[src/rtl/xam_pkg.sv]
package xam_pkg;
  localparam int NLVL = 2;  // inner, outer
  localparam logic [1:0] CA_NC  = 2'b00;
  localparam logic [1:0] CA_WT  = 2'b01;
  localparam logic [1:0] CA_WB  = 2'b10;
  localparam logic [1:0] CA_INH = 2'b11;
  localparam logic [1:0] HINT_NONE = 2'b00;
  localparam logic [1:0] HINT_ALL  = 2'b11;

  typedef struct packed {
    logic       fault;
    logic       normal;
    logic [1:0] dev;
    logic [1:0] iattr;
    logic [1:0] ihint;
    logic [1:0] oattr;
    logic [1:0] ohint;
    logic       sh;
    logic       osh;
    logic       tag;
  } mattr_t;
endpackage

[src/rtl/xam_cache_merge.sv]
// Weakest-wins merge of one cacheability level (non-force-writeback mode).
module xam_cache_merge
  import xam_pkg::*;
(
  input  logic [1:0] a_attr,
  input  logic [1:0] a_hint,
  input  logic [1:0] b_attr,
  input  logic [1:0] b_hint,
  output logic [1:0] attr,
  output logic [1:0] hint
);
  function automatic logic [1:0] rank(input logic [1:0] c);
    return (c == CA_INH) ? CA_WB : c;
  endfunction

  logic [1:0] ra, rb;
  assign ra = rank(a_attr);
  assign rb = rank(b_attr);

  always_comb begin
    if (rb < ra) begin
      attr = rb;
      hint = b_hint;
    end else begin
      attr = ra;
      hint = a_hint;
    end
  end
endmodule

[src/rtl/xam_fwb_select.sv]
// Force-writeback: second-stage inner code decides the final cacheability.
module xam_fwb_select
  import xam_pkg::*;
(
  input  logic [1:0] s2_code,
  input  logic [1:0] s1_attr,
  input  logic [1:0] s1_hint,
  output logic [1:0] attr,
  output logic [1:0] hint
);
  always_comb begin
    unique case (s2_code)
      CA_WB:   begin attr = CA_WB;   hint = HINT_ALL;  end
      CA_INH:  begin attr = s1_attr; hint = s1_hint;   end
      default: begin attr = CA_NC;   hint = HINT_NONE; end
    endcase
  end
endmodule

[src/rtl/xam_dev_merge.sv]
// Device subtype selection; lower code is more restrictive.
module xam_dev_merge (
  input  logic       a_normal,
  input  logic       b_normal,
  input  logic [1:0] a_dev,
  input  logic [1:0] b_dev,
  output logic [1:0] dev
);
  always_comb begin
    if (a_normal)      dev = b_dev;
    else if (b_normal) dev = a_dev;
    else               dev = (a_dev < b_dev) ? a_dev : b_dev;
  end
endmodule

[src/rtl/xam_out_stage.sv]
// Single output register with valid/ready.
module xam_out_stage #(
  parameter int W = 8
) (
  input  logic         clk,
  input  logic         rst,
  input  logic         in_valid,
  output logic         in_ready,
  input  logic [W-1:0] d,
  output logic         out_valid,
  input  logic         out_ready,
  output logic [W-1:0] q
);
  logic load;
  assign in_ready = !out_valid || out_ready;
  assign load     = in_valid && in_ready;

  always_ff @(posedge clk) begin
    if (rst)            out_valid <= 1'b0;
    else if (load)      out_valid <= 1'b1;
    else if (out_ready) out_valid <= 1'b0;
  end

  always_ff @(posedge clk) begin
    if (load) q <= d;
  end
endmodule

[src/rtl/xlat_attr_merge.sv]
module xlat_attr_merge
  import xam_pkg::*;
#(
  parameter int AW = 40
) (
  input  logic          clk,
  input  logic          rst,
  input  logic          fwb_mode,
  input  logic          in_valid,
  output logic          in_ready,
  input  logic          s1_fault,
  input  logic          s1_normal,
  input  logic [1:0]    s1_dev,
  input  logic [1:0]    s1_iattr,
  input  logic [1:0]    s1_ihint,
  input  logic [1:0]    s1_oattr,
  input  logic [1:0]    s1_ohint,
  input  logic          s1_sh,
  input  logic          s1_osh,
  input  logic          s1_tag,
  input  logic          s2_fault,
  input  logic          s2_normal,
  input  logic [1:0]    s2_dev,
  input  logic [1:0]    s2_iattr,
  input  logic [1:0]    s2_ihint,
  input  logic [1:0]    s2_oattr,
  input  logic [1:0]    s2_ohint,
  input  logic          s2_sh,
  input  logic          s2_osh,
  input  logic          s2_tag,
  input  logic [AW-1:0] s2_addr,
  output logic          out_valid,
  input  logic          out_ready,
  output logic          out_fault,
  output logic          out_normal,
  output logic [1:0]    out_dev,
  output logic [1:0]    out_iattr,
  output logic [1:0]    out_ihint,
  output logic [1:0]    out_oattr,
  output logic [1:0]    out_ohint,
  output logic          out_sh,
  output logic          out_osh,
  output logic          out_tag,
  output logic [AW-1:0] out_addr
);
  localparam int MW = $bits(mattr_t);
  localparam int DW = MW + AW;

  mattr_t a, b, merged, q_attr;
  assign a = '{fault: s1_fault, normal: s1_normal, dev: s1_dev, iattr: s1_iattr,
               ihint: s1_ihint, oattr: s1_oattr, ohint: s1_ohint,
               sh: s1_sh, osh: s1_osh, tag: s1_tag};
  assign b = '{fault: s2_fault, normal: s2_normal, dev: s2_dev, iattr: s2_iattr,
               ihint: s2_ihint, oattr: s2_oattr, ohint: s2_ohint,
               sh: s2_sh, osh: s2_osh, tag: s2_tag};

  // Per-level weakest-wins merge
  logic [1:0] a_at [NLVL];
  logic [1:0] a_ht [NLVL];
  logic [1:0] b_at [NLVL];
  logic [1:0] b_ht [NLVL];
  logic [1:0] m_at [NLVL];
  logic [1:0] m_ht [NLVL];
  assign a_at[0] = a.iattr;  assign a_ht[0] = a.ihint;
  assign a_at[1] = a.oattr;  assign a_ht[1] = a.ohint;
  assign b_at[0] = b.iattr;  assign b_ht[0] = b.ihint;
  assign b_at[1] = b.oattr;  assign b_ht[1] = b.ohint;

  for (genvar g = 0; g < NLVL; g++) begin : g_lvl
    xam_cache_merge u_cm (
      .a_attr(a_at[g]), .a_hint(a_ht[g]),
      .b_attr(b_at[g]), .b_hint(b_ht[g]),
      .attr(m_at[g]),   .hint(m_ht[g])
    );
  end

  logic [1:0] f_at, f_ht;
  xam_fwb_select u_fwb (
    .s2_code(b.iattr), .s1_attr(a.iattr), .s1_hint(a.ihint),
    .attr(f_at), .hint(f_ht)
  );

  logic [1:0] dev_sel;
  xam_dev_merge u_dev (
    .a_normal(a.normal), .b_normal(b.normal),
    .a_dev(a.dev), .b_dev(b.dev), .dev(dev_sel)
  );

  logic any_fault, to_device;
  assign any_fault = a.fault || b.fault;
  assign to_device = !b.normal ||
                     (!a.normal && (!fwb_mode || (b.iattr != CA_WB)));

  always_comb begin
    merged = '0;
    if (any_fault) begin
      merged       = a.fault ? a : b;
      merged.fault = 1'b1;
    end else if (to_device) begin
      merged.normal = 1'b0;
      merged.dev    = dev_sel;
      merged.sh     = 1'b1;
      merged.osh    = 1'b1;
    end else begin
      merged.normal = 1'b1;
      if (fwb_mode) begin
        merged.iattr = f_at;     merged.ihint = f_ht;
        merged.oattr = f_at;     merged.ohint = f_ht;
      end else begin
        merged.iattr = m_at[0];  merged.ihint = m_ht[0];
        merged.oattr = m_at[1];  merged.ohint = m_ht[1];
      end
      merged.sh  = a.sh  || b.sh;
      merged.osh = a.osh || b.osh;
      merged.tag = a.tag && (merged.iattr == CA_WB) && (merged.ihint == HINT_ALL) &&
                   (merged.oattr == CA_WB) && (merged.ohint == HINT_ALL);
    end
  end

  logic [DW-1:0] q;
  xam_out_stage #(.W(DW)) u_out (
    .clk(clk), .rst(rst),
    .in_valid(in_valid), .in_ready(in_ready),
    .d({merged, s2_addr}),
    .out_valid(out_valid), .out_ready(out_ready),
    .q(q)
  );

  assign q_attr     = q[DW-1:AW];
  assign out_addr   = q[AW-1:0];
  assign out_fault  = q_attr.fault;
  assign out_normal = q_attr.normal;
  assign out_dev    = q_attr.dev;
  assign out_iattr  = q_attr.iattr;
  assign out_ihint  = q_attr.ihint;
  assign out_oattr  = q_attr.oattr;
  assign out_ohint  = q_attr.ohint;
  assign out_sh     = q_attr.sh;
  assign out_osh    = q_attr.osh;
  assign out_tag    = q_attr.tag;
endmodule

[config.mk]
export PLATFORM = sky130hd
export DESIGN_NAME = xlat_attr_merge
export DESIGN_NICKNAME = d
export VERILOG_FILES = /design/src/rtl/xam_pkg.sv /design/src/rtl/xam_cache_merge.sv /design/src/rtl/xam_fwb_select.sv /design/src/rtl/xam_dev_merge.sv /design/src/rtl/xam_out_stage.sv /design/src/rtl/xlat_attr_merge.sv
export SDC_FILE = /design/constraint.sdc
export NUM_CORES = 1
export LEC_CHECK = 0
export BUFFER_PORTS_ARGS = -buffer_cell sky130_fd_sc_hd__buf_4
export CORE_MARGIN = 5
export CORE_UTILIZATION = 45
export DETAILED_ROUTE_END_ITERATION = 6
export HOLD_SLACK_MARGIN = 0.05
export PLACE_DENSITY = 0.8
export RECOVER_POWER = 100
export SYNTH_ARGS = -nofsm -noshare
export SYNTH_HDL_FRONTEND = slang
export SYNTH_SLANG_ARGS = --single-unit
export TNS_END_PERCENT = 50
[constraint.sdc]
create_clock -name clk -period 2.5 [get_ports clk]
set_input_delay 0.125 -clock clk [delete_from_list [all_inputs] [get_ports clk]]
set_output_delay 0.125 -clock clk [all_outputs]
set_load 0.005 [all_outputs]
== Word level (Yosys, flattened, before mapping) ==
Cells that the tools add are included.

* Reduce and logical (&&, ||, !) cells: 17
* Multiplexer cells: 26
* Eq/ne operators: 10
* $lt $le $gt $ge: 3
* $add $sub $neg: 0
* Bitwise operators: 0
* Multiply operators: 0
* Shifts and indexed selects: 0
* Div/mod/pow operators: 0

{| class="wikitable"
|+ Operator list
! cell !! number
|-
| $mux 8 || 4
|-
| $mux 14 || 2
|-
| $mux 2 || 13
|-
| $eq 2x2->1 const B || 9
|-
| $pmux 2 s2 || 2
|-
| $logic_and 1x1->1 || 6
|-
| $logic_or 1x1->1 || 6
|-
| $lt 2x2->1 || 3
|-
| $mux 1 || 5
|-
| $logic_not 1->1 || 4
|-
| $ne 2x2->1 const B || 1
|-
| $reduce_bool 2->1 || 1
|}

* ROM bits: 0
* Bits in registers: 56
* Memories: 0
* Memory bits (writable): 0
* Bits in latches: 0
* Output and inout bits: 57
* Input port bits: 75

== Depth between registers and ports, before layout ==
* Depth in word-level cells: 14
* Gate-level depth with buffers: 7
* Mapped depth without buffers: 7

== Cells and area by module ==
From an unflattened synthesis, not the netlist that was laid out.

* Cell total of the unflattened synthesis: 192
* Area, all modules: 2617.5 µm²

{| class="wikitable"
|+ Modules (own cells, without submodules)
! module !! sequential area each (µm²) !! area each (µm²) !! cells an instance !! times used
|-
| xam_out_stage || 1671.6 || 1706.6 || 60 || 1
|-
| xlat_attr_merge || 0.0 || 464.2 || 69 || 1
|-
| xam_cache_merge || 0.0 || 163.9 || 22 || 2
|-
| xam_dev_merge || 0.0 || 78.8 || 12 || 1
|-
| xam_fwb_select || 0.0 || 40.0 || 7 || 1
|}

== Worst setup path after synthesis ==
Ideal clock, no wire load.

* Path kind: register to register
* Start: register u_out.out_valid
* End: register u_out.q[0], enable pin
* Data arrival time: 1.751 ns
* Library setup time: 0.419 ns
* Stages on the path, launching flop included: 3
* Slack: 0.330 ns
* Cells stage by stage: dfxtp_1 -> nand2b_1 -> and2_1

* Cells in the longest elaborated chain, start to end: 3

{| class="wikitable"
|+ Ends and longest elaborated chain
! element !! RTL line !! RTL
|-
| start: declaration || xam_out_stage.sv:10 || <nowiki>output logic out_valid,</nowiki>
|-
| start signal: assignment || xam_out_stage.sv:19 || <nowiki>if (rst) out_valid <= 1'b0;</nowiki>
|-
| start signal: assignment || xam_out_stage.sv:20 || <nowiki>else if (load) out_valid <= 1'b1;</nowiki>
|-
| start signal: assignment || xam_out_stage.sv:21 || <nowiki>else if (out_ready) out_valid <= 1'b0;</nowiki>
|-
| $logic_not 1->1 || xam_out_stage.sv:15 || <nowiki>assign in_ready = !out_valid || out_ready;</nowiki>
|-
| $logic_or 1x1->1 || xam_out_stage.sv:15 ||
|-
| net in_ready || xlat_attr_merge.sv:10 || <nowiki>output logic in_ready,</nowiki>
|-
| $logic_and 1x1->1 || xam_out_stage.sv:16 || <nowiki>assign load = in_valid && in_ready;</nowiki>
|-
| net u_out.load || xam_out_stage.sv:14 || <nowiki>logic load;</nowiki>
|-
| end signal: assignment || xam_out_stage.sv:25 || <nowiki>if (load) q <= d;</nowiki>
|-
| end: declaration || xam_out_stage.sv:12 || <nowiki>output logic [W-1:0] q</nowiki>
|}

The timed path passes the listed nets, and every way through them passes these cells.
A chain may end at the register's enable or synchronous reset.

==> results_dict.tcl <==
set metrics [dict create \
    clock_skew_ns 0.00426 \
    antenna_found_initial 0 \
    clk_latency_ns 0.30 \
    final.min_clock_period_ns 1.62 \
    critPathMaxStageDelay_ns 0.60 \
    setup_violations 0 \
    start_util 0.459 \
    slowest_stage "o21ai_0" \
    vias 2280 \
    cts_tree "done" \
    vias_per_cell 5.24 \
    routed_wl_um 8600 \
    synth_area_um2 2500 \
    htreeDepth 2 \
    synth_cell_type_count 45 \
    die_x_um 84.5 \
    clock-root-buffer "clkbuf_8" \
    async_reset_ff_frac 0 \
    synth_nets 273 \
    slew_viol_final 0 \
    drc_errors 0 \
    clkSinkCount 56 \
    post_drt_wl_per_cell_um 19.8 \
    rsz0062_at_grt "false" \
    synth-seq-cells 56 \
    p_leak_uw 0.00162 \
    dieArea_um2 7140 \
    final_hold_viol_count 0 \
    layout-drive-gt1-share 0.325 \
    post_cts_buffers 0 \
    grt.overflow.total 0 \
    powerDensity_nw_per_um2 552 \
    yosysWarnings 0 \
    hold_class "input pin to flop" \
    gp_congestion 0.885 \
    core_um2 5440 \
    path_cells "clkbuf_1 -> and3b_1 -> o21ai_0 -> nor2_1 -> a21oi_1 -> o21ai_1" \
    clock.fmax_mhz 615 \
    cts.path.max_buffers 2 \
    slew_headroom 0.377 \
    power_uw 2190 \
    ant_nets 0 \
    synth-seq-area-share 0.669 \
    cp-endpoint "u_out.q[53]$_DFFE_PP_" \
    cp-end-kind "flop" \
    crit_fanout 9 \
    outcome "completed" \
    layout.nets 444 \
    tightest_slew_ns 0.934 \
    r2r_start "u_out.out_valid$_SDFFE_PP0P_" \
    fin_area_um2 3960 \
    cp-start-kind "input pin" \
    firstDrtPassIters 5 \
    peakVddDrop_mv 0.276 \
    grt_pass1_vias 2265 \
    die_h_um 84.5 \
    grt_max_degree 56 \
    finalNonFillerCells 435 \
    antenna_cells 0 \
    post-place-cells 387 \
    numCtsBuffers 5 \
    ys_dominant_reg_cell "edfxtp_1" \
    synth_area_per_cell_um2 13.0 \
    crit_type "input pin to flop" \
    tns_ns 0 \
    cts_resized 0 \
    io_buffers 131 \
    grt_pass1_wl_um 13200 \
    crit_required_ns 2.53 \
    areaGrowthSynthToFinish_pct 58.7 \
    synth-edff-count 55 \
    dpl.hpwl_um 5500 \
    maxCapViolCount 0 \
    period_share 0.650 \
    reg2reg_depth 3 \
    finish.utilization 0.729 \
    r2r_slack_ns 1.16 \
    worstReg2RegEnd "u_out.q[11]$_DFFE_PP_" \
    critPathArrivalTime_ns 1.65 \
    clk_pin_slew_ns 0.10 \
    io_pins 132 \
    drt_iter0_markers 116 \
    synth_cells 192 \
    crit_start "fwb_mode" \
    track_usage 0.243 \
    num_rows 27 \
    dpl_cell_area_um2 3540 \
]
## cells by family after synthesis
| family | synth area share |
|---|---|
| AO/OA/AOI/OAI | 0.147 |
| adder cells (fa/ha/maj) | 0.0301 |
| buffers and inverters | 0.0376 |
| flip-flops | 0.669 |
| multiplexers | 0.00401 |
| AND/OR/NAND/NOR | 0.112 |
## stage by stage
| stage | hold WS [ns] | setup WS, ns |
|---|---|---|
| 2_1_floorplan | 0.194 | 0.330 |
| 3_3_place_gp | 0.279 | 0.894 |
| 3_5_place_dp | 0.289 | 0.873 |
| 4_1_cts | 0.0583 | 1.19 |
| 5_1_grt | 0.0720 | 0.630 |
| 6_report | 0.0719 | 0.875 |
## synth_stat cells, drive strengths merged (2+ instances only)
cell,n,share of area
edfxtp,55,0.66
nand2,20,0.031
nor2,15,0.023
o21ai,15,0.032
a21oi,11,0.022
inv,10,0.015
clkbuf,7,0.015
ha,6,0.030
nand2b,6,0.016
nor2b,5,0.013
o22ai,4,0.010
a211oi,3,0.0090
a31oi,3,0.014
a2bb2oi,2,0.0070
and3,2,0.0055
buf,2,0.0065
nor3,2,0.0040
o211a,2,0.0080
o211ai,2,0.0060
o21a,2,0.0070
o22a,2,0.0070
## metal layers
| metal | global-route usage | share of wire | vias to the layer above |
|---|---|---|---|
| met5 | 0 | 0 | - |
| met1 | 0.289 | 0.38 | 1086 |
| met2 | 0.434 | 0.52 | 134 |
| li1 | - | - | 1050 |
| met3 | 0.0648 | 0.080 | 10 |
| met4 | 0.0604 | 0.014 | 0 |
## state kept, by name (all words and copies together), names as in the netlist
register	flops
u_out.out_valid	1
u_out.q	55
## worst max-delay path, delay by kind of cell
| family | cells | cell delay [ns] |
|---|---|---|
| and+or+nand+nor | 2 | 0.48 |
| AOI/OAI and AO/OA | 3 | 0.86 |
| buffers and inverters | 1 | 0.19 |
## layout make-up
class,instances,area [um^2]
Sequential cell,56,1670
Fill cell,367,1480
Timing Repair Buffer,173,1310
Multi-Input combinational cell,116,727
Tap cell,72,90.1
Clock buffer,5,68.8
Clock inverter,2,60.1
Inverter,11,41.3
## power by group
group / internal (uW) / total [uW] / switching [uW]
logic: 207 / 386 / 179
clock network: 394 / 680 / 286
registers: 1100 / 1120 / 19.6
total: 1700 / 2190 / 484
## placed cells by master, fill, tap and decap left out, drive strengths merged, types with 3 or more instances in the layout
cell type      n
a21oi         11
dlygate4sd3   41
ha             6
buf           33
nor2          15
inv           10
nand2         20
a31oi          3
nor2b          5
o22ai          4
a211oi         3
nand2b         6
edfxtp        55
o21ai         15
clkbuf       104
## worst min-delay path by stage
stage / startpoint / to / slack, ns / cells after the start
after CTS: in_valid / u_out.out_valid$_SDFFE_PP0P_ / 0.06 / 3
after floorplan: rst / u_out.out_valid$_SDFFE_PP0P_ / 0.19 / 1
after detailed placement: rst / u_out.out_valid$_SDFFE_PP0P_ / 0.29 / 2
after global placement: rst / u_out.out_valid$_SDFFE_PP0P_ / 0.28 / 2
final: in_valid / u_out.out_valid$_SDFFE_PP0P_ / 0.07 / 3
after global routing: in_valid / u_out.out_valid$_SDFFE_PP0P_ / 0.07 / 3
## timing repair
item / CTS / global route
endpoints found under the setup margin: 0 / 0
hold buffers: 41 / 0
hold endpoints to repair: 41 / 0
Power figures use the tool's default switching activity.
